===== src/rtl/swing_classifier.sv =====
module swing_classifier #(
  parameter int CNT_W      = 8,
  parameter int HALF_TICKS = 4
) (
  input  logic             clk,
  input  logic             rst,
  input  logic             tick,
  input  logic             in_outer,
  input  logic             in_inner,
  input  logic             exit_mode,
  input  logic [CNT_W-1:0] trip_dly,
  input  logic [CNT_W-1:0] block_dly,
  output logic             swing_block,
  output logic             trip_entry,
  output logic             trip_exit,
  output logic             trip_any,
  output logic             set_err
);
  localparam logic [CNT_W:0] HALF_W = HALF_TICKS[CNT_W:0];

  typedef enum logic [2:0] {S_IDLE, S_RUN, S_INNER, S_BLOCK, S_TRIP_IN, S_TRIP_OUT, S_FAULT} st_t;

  st_t            st, st_nx;
  logic [CNT_W-1:0] cnt, cnt_nx;
  logic           outer_eff;
  logic [CNT_W:0] elapsed;

  assign outer_eff = in_outer | in_inner;
  assign elapsed   = (st == S_IDLE) ? '0 : {1'b0, cnt} + 1'b1;
  assign set_err   = ({1'b0, trip_dly} + HALF_W) > {1'b0, block_dly};

  always_comb begin
    st_nx  = st;
    cnt_nx = cnt;
    if (tick) begin
      unique case (st)
        S_IDLE, S_RUN: begin
          if (!outer_eff) begin
            st_nx  = S_IDLE;
            cnt_nx = '0;
          end else if (elapsed >= {1'b0, block_dly}) begin
            st_nx = S_BLOCK;
          end else if (in_inner) begin
            if (elapsed < {1'b0, trip_dly}) st_nx = S_FAULT;
            else if (exit_mode)             st_nx = S_INNER;
            else                            st_nx = S_TRIP_IN;
          end else begin
            st_nx  = S_RUN;
            cnt_nx = elapsed[CNT_W-1:0];
          end
        end
        S_INNER: if (!in_inner) st_nx = S_TRIP_OUT;
        default: begin
          if (!outer_eff) begin
            st_nx  = S_IDLE;
            cnt_nx = '0;
          end
        end
      endcase
    end
  end

  always_ff @(posedge clk) begin
    if (rst || set_err) begin
      st  <= S_IDLE;
      cnt <= '0;
    end else begin
      st  <= st_nx;
      cnt <= cnt_nx;
    end
  end

  assign swing_block = (st == S_BLOCK)    && !set_err;
  assign trip_entry  = (st == S_TRIP_IN)  && !set_err;
  assign trip_exit   = (st == S_TRIP_OUT) && !set_err;
  assign trip_any    = trip_entry | trip_exit;

  p_reset_r11: assert property (@(posedge clk) rst |=> (!swing_block && !trip_any));

  p_exclusive_r9: assert property (@(posedge clk) disable iff (rst)
    $onehot0({swing_block, trip_entry, trip_exit}));

  p_block_hold_r9: assert property (@(posedge clk) disable iff (rst)
    (st == S_BLOCK && !tick && !set_err) |=> (st == S_BLOCK));

  p_clear_on_leave_r9: assert property (@(posedge clk) disable iff (rst)
    ((st == S_BLOCK || st == S_TRIP_IN || st == S_TRIP_OUT || st == S_FAULT)
      && tick && !outer_eff && !set_err) |=> (st == S_IDLE));

  p_entry_trip_r3: assert property (@(posedge clk) disable iff (rst)
    $rose(trip_entry) |-> $past(tick && in_inner && !exit_mode));

  p_exit_trip_r4: assert property (@(posedge clk) disable iff (rst)
    $rose(trip_exit) |-> $past(st == S_INNER && tick && !in_inner));

  p_err_idle_r7: assert property (@(posedge clk) disable iff (rst)
    set_err |=> (st == S_IDLE));
endmodule


===== config.mk =====
export PLATFORM = sky130hd
export DESIGN_NAME = swing_classifier
export DESIGN_NICKNAME = d
export VERILOG_FILES = /design/src/rtl/swing_classifier.sv
export SDC_FILE = /design/constraint.sdc
export NUM_CORES = 1
export LEC_CHECK = 0
export BUFFER_PORTS_ARGS = -buffer_cell sky130_fd_sc_hd__buf_2
export CAP_MARGIN = 25
export CORE_ASPECT_RATIO = 0.6
export CORE_MARGIN = 2
export CORE_UTILIZATION = 39
export CTS_BUF_LIST = sky130_fd_sc_hd__clkbuf_8 sky130_fd_sc_hd__clkbuf_16
export CTS_CLUSTER_SIZE = 10
export DETAILED_ROUTE_END_ITERATION = 8
export SLEW_MARGIN = 5
export SYNTH_ARGS = -nofsm -noshare
export SYNTH_HDL_FRONTEND = slang
export SYNTH_SLANG_ARGS = --single-unit

===== constraint.sdc =====
create_clock -name clk -period 2.6 [get_ports clk]
set_input_delay 0 -clock clk [delete_from_list [all_inputs] [get_ports clk]]
set_output_delay 0 -clock clk [all_outputs]
set_load 0.05 [all_outputs]

# --- Yosys cells after proc, flatten, opt, wreduce, memory -nomap -nowiden ---
# Index checks and enable logic that the tools add are counted.
classes:
  n_shift: 0
  n_eq_ne: 10
  multipliers: 0
  n_mux: 14
  reduce_logical: 9
  bitwise_logic: 3
  order_cmp: 3
  n_addsub: 2
  n_div: 0
ops:
  columns: ["op", "n"]
  rows:
  - ["$mux W8", 4]
  - ["$mux W3", 7]
  - ["$pmux W8 S2", 1]
  - ["$add A8 B1 Y9 const B", 1]
  - ["$add A8 B3 Y9 const B", 1]
  - ["$ge A9 B8 Y1", 1]
  - ["$gt A9 B8 Y1", 1]
  - ["$lt A9 B8 Y1", 1]
  - ["$mux W9", 1]
  - ["$eq A3 B2 Y1 const B", 2]
  - ["$eq A3 B3 Y1 const B", 2]
  - ["$ne A2 B2 Y1 const B", 3]
  - ["$pmux W3 S2", 1]
  - ["$reduce_and A5 Y1", 1]
  - ["$eq A3 B1 Y1 const B", 1]
  - ["$logic_and A1 B1 Y1", 3]
  - ["$logic_not A3 Y1", 1]
  - ["$ne A3 B1 Y1 const B", 1]
  - ["$reduce_and A3 Y1", 1]
  - ["$ne A2 B1 Y1 const B", 1]
  - ["$or A1 B1 Y1", 2]
  - ["$reduce_or A2 Y1", 1]
  - ["$logic_not A1 Y1", 1]
  - ["$logic_or A1 B1 Y1", 1]
  - ["$not A1 Y1", 1]
word_totals:
  mem_count: 0
  word_cells: 43
  register_bits: 11
  rom_bits: 0
  latchBits: 0
  mem_bits_rw: 0

# --- Logic depth before layout (Yosys ltp) ---
logic_depth:
  depth_word: 8
  mapped_depth: 11
  mapped_depth_nobuf: 11

# --- Worst setup path after synthesis ---
# No wires, ideal clock.
synth_timing:
  path_type: "input-to-output"
  from: "input port trip_dly[2]"
  to: "output port trip_exit"
  path_stages: 10
  setup_slack_ns: -0.128
  required_ns: 2.600
  arrival_ns: 2.728
  path_cell_list: "ha_1 -> and3_1 -> xnor2_1 -> ha_1 -> nand4_1 -> o211ai_1 -> a211oi_1 -> or3_1 -> nor2_1 -> and2_1"
synth_via:
  elab_chain_cells: 4
synth_lines:
  columns: ["element", "line", "source"]
  rows:
  - ["start, declared", "11", "input logic [CNT_W-1:0] trip_dly,"]
  - ["$add A8 B3 Y9", "30", "assign set_err = ({1'b0, trip_dly} + HALF_W) > {1'b0, block_dly};"]
  - ["$gt A9 B8 Y1", "30", null]
  - ["$logic_not A1 Y1", "75", "assign trip_exit = (st == S_TRIP_OUT) && !set_err;"]
  - ["$logic_and A1 B1 Y1", "75", null]
  - ["end, declared", "15", "output logic trip_exit,"]
# No other way between the ends.

# --- Final worst setup path ---
layout_timing:
  from: "register cnt[1]"
  to: "register cnt[2]"
layout_via:
  elab_chain_cells: 6
  elab_cells_between_ends: 9
layout_lines:
  columns: ["element", "line", "source"]
  rows:
  - ["start, declared", "24", "logic [CNT_W-1:0] cnt, cnt_nx;"]
  - ["start signal, assigned", "69", "cnt <= cnt_nx;"]
  - ["$add A8 B1 Y9 (*)", "29", "assign elapsed = (st == S_IDLE) ? '0 : {1'b0, cnt} + 1'b1;"]
  - ["$mux W9 (*)", "29", null]
  - ["parallel branches: the longest is 4 deep, another holds $ge A9 B8 Y1", null, null]
# Mark *: on every way between the ends. The select of a mux whose other input is x is not followed.
# A chain may end at the register's enable or synchronous reset.

==> results.yml <==
sta:
  slew_headroom_pct: 67.1
  slew_viol_final: 0
  finalSetupViolCount: 0
  fin_crit_sh_pct: 96.9
  tns_ps: 0
  rsz0062_at_grt: "true"
  layout_min_cycle_time_ps: 2520
  finClkSkew_ps: 3.30
  fmax_mhz: 397
  hold_viol: 0
  worst_pin_slew_ps: 488
setup_path:
  crit_path_end_kind: "flop"
  crit_required_ps: 2760
  worstPathArrival_ps: 2680
  crit_family: "compound AO/OA/AOI/OAI gates"
  slowest_delay_ps: 370
  slowest_stage: "dfxtp_4"
  worstPathCellList: "and4_4 -> nand2_2 -> xor2_1 -> nor2_1 -> ha_1 -> a211o_1 -> a21oi_2 -> o311a_4 -> a21boi_4 -> nor2_4 -> mux2i_1"
  cp_num_buf_inv: 0
  critPathKind: "reg2reg"
  cp-start-kind: "flop"
  critPathMaxFanout: 8
route:
  drc: 0
  wl_microns: 4380
  drt_first_pass_iters: 4
  via_per_inst: 5.58
  drt-initial-drc-count: 90
  wl_per_cell_microns: 15.4
  vias: 1585
  ant_nets: 0
status:
  outcome: "finished clean"
floorplan:
  die-area_sq_um: 4250
  std_cell_rows: 17
  start_util_pct: 40.2
  core_area_sq_um: 3620
  die_w_microns: 82.9
  boundaryPins: 27
  die_h_microns: 51.3
cts:
  clkLatencyLatePin_ps: 240
  cts_sinks: 11
  cts_tree: "yes"
  cts-root-buf: "clkbuf_8"
  numCtsBuffers: 3
  h-tree-depth: 1
  hold_buffers: 0
  clk_pin_slew_ps: 50
  cts_max_path_buffers: 2
synth:
  synth_area_sq_um: 1460
  synth_cells: 190
  synth_ff_type: "dfxtp_1"
  synth_most_common_cell: "ha_1"
  synth_top_area_cell: "ha_1"
  synth_edf_count: 0
  synth-seq-area-share_pct: 15.1
  ys_ff_latch: 11
  synth_top_area_share_pct: 19.8
  synth_fp_nets: 235
  ys_warn_count: 0
  avgSynthCellArea_sq_um: 7.66
  synth.top_cells.by_count: "23 x ha_1, 18 x inv_1, 18 x nand2_1"
  ys_types: 44
  synth_area_leaders: "ha_1 20%, dfxtp_1 15%, inv_1 4.6%"
  async_flop_share_pct: 0
grt:
  grt_max_degree: 21
  grt_pass1_wl_microns: 7040
  grt_usage_pct: 20.9
  antenna_found_initial: 0
  grt_pass1_vias: 1433
  grt.overflow.total: 0
cells_and_area:
  antenna_cells: 0
  drive_gt1_share_pct: 32.5
  areaGrowthSynthToFinish_pct: 31.7
  fin_nets: 283
  stdcell_count: 284
  final_cell_area_sq_um: 1920
placed_design:
  post_dp_cell_area_sq_um: 1750
  placedCellCount: 273
  place.port_buffers: 26
  place.gp.congestion: 0.848
  dp_hpwl_microns: 3430
power:
  peakVddDrop_uv: 175
  leakage_nw: 0.935
  powerDensity_nw_per_um2: 316
  p_total_mw: 0.606
flow_run:
  cap_violations: 0
worst_hold_path:
  hp-class: "in2reg"
-- logic make-up (layout without fill, tap and decap cells) --
group | count (synthesis) | count (layout) | share of synthesized area, %
AO/OA/AOI/OAI | 45 | 45 | 23.8
multiplexers | 5 | 5 | 3.44
adder cells (fa/ha/maj) | 23 | 23 | 19.8
buffers and inverters | 23 | 70 | 6.45
flip-flops | 11 | 11 | 15.1
AND/OR/NAND/NOR | 75 | 75 | 26.6
XOR/XNOR | 8 | 8 | 4.81
-- final timing paths --
path / from / end / slack [ps] / cells after the start
setup / recovery: cnt[1] / cnt[2] / 80 / 11
hold / removal: exit_mode / st[1] / 110 / 3
setup reg to reg: cnt[1] / cnt[2] / 80 / 11
hold reg to reg: cnt[7] / cnt[7] / 490 / 2
-- final cells by class --
cell class / instances / area [sq um]
clock buffer: 3 / 41.3
timing repair buffer: 48 / 300
tap: 47 / 58.8
clock inverter: 1 / 3.75
multi-input combinational: 156 / 1210
fill: 370 / 1700
sequential: 11 / 233
inverter: 18 / 67.6
-- placed cells by master (no fill, tap or decap), drive strengths merged, types with 3 or more instances in the layout --
cell type,netlist,routed
dfxtp,11,11
clkbuf,3,4
a31oi,4,4
inv,18,19
mux2i,5,5
nor2,16,16
o21a,5,5
ha,23,23
o211ai,3,3
or3,5,5
nand4,5,5
a21oi,5,5
a211oi,4,4
xor2,4,4
nor3,8,8
buf,2,47
nand2,18,18
o21ai,7,7
xnor2,4,4
nand3,11,11
-- worst register-to-register path, stage by stage, from the launching register on --
cell      delay [ps]
dfxtp_4          370
and4_4           240
nand2_2           60
xor2_1           140
nor2_1           150
ha_1             270
a211o_1          280
a21oi_2          170
o311a_4          230
a21boi_4          80
nor2_4           260
mux2i_1          210
-- timing repair --
item	in CTS	in global routing
buffers inserted	2	6
pin swaps	2	13
setup endpoints to repair	9	13
gates resized for setup	4	19
-- flip-flops by register name, indices dropped and copies added, names as in the netlist --
signal  count
cnt         8
st          3
-- per-layer routing --
metal / up-vias / track usage [%] / wire length (microns)
met5: - / 0 / 0
met2: 50 / 29.8 / 1710
met4: 0 / 1.64 / 20
met1: 738 / 32.7 / 2380
met3: 4 / 4.36 / 269
li1: 793 / - / -
-- through the flow --
stage | hold WS, ps | setup WS [ps] | util (%)
global placement | 343 | -7.21 | 48.3
detailed placement | 360 | -55.5 | 48.3
floorplan | 203 | 15.6 | -
global route | 118 | -48.7 | 53.0
finish | 111 | 79.8 | 53.0
CTS | 109 | 1.89 | 50.6
-- power by group --
| part | internal (mW) | leakage [nW] | total, mW | switching, mW |
|---|---|---|---|---|
| combinational | 0.101 | 0.815 | 0.261 | 0.160 |
| sequential | 0.172 | 0.0927 | 0.177 | 0.00496 |
| clock | 0.104 | 0.0269 | 0.168 | 0.0643 |
| total | 0.377 | 0.935 | 0.606 | 0.229 |
Note: power is estimated with default switching activity, not from simulation.
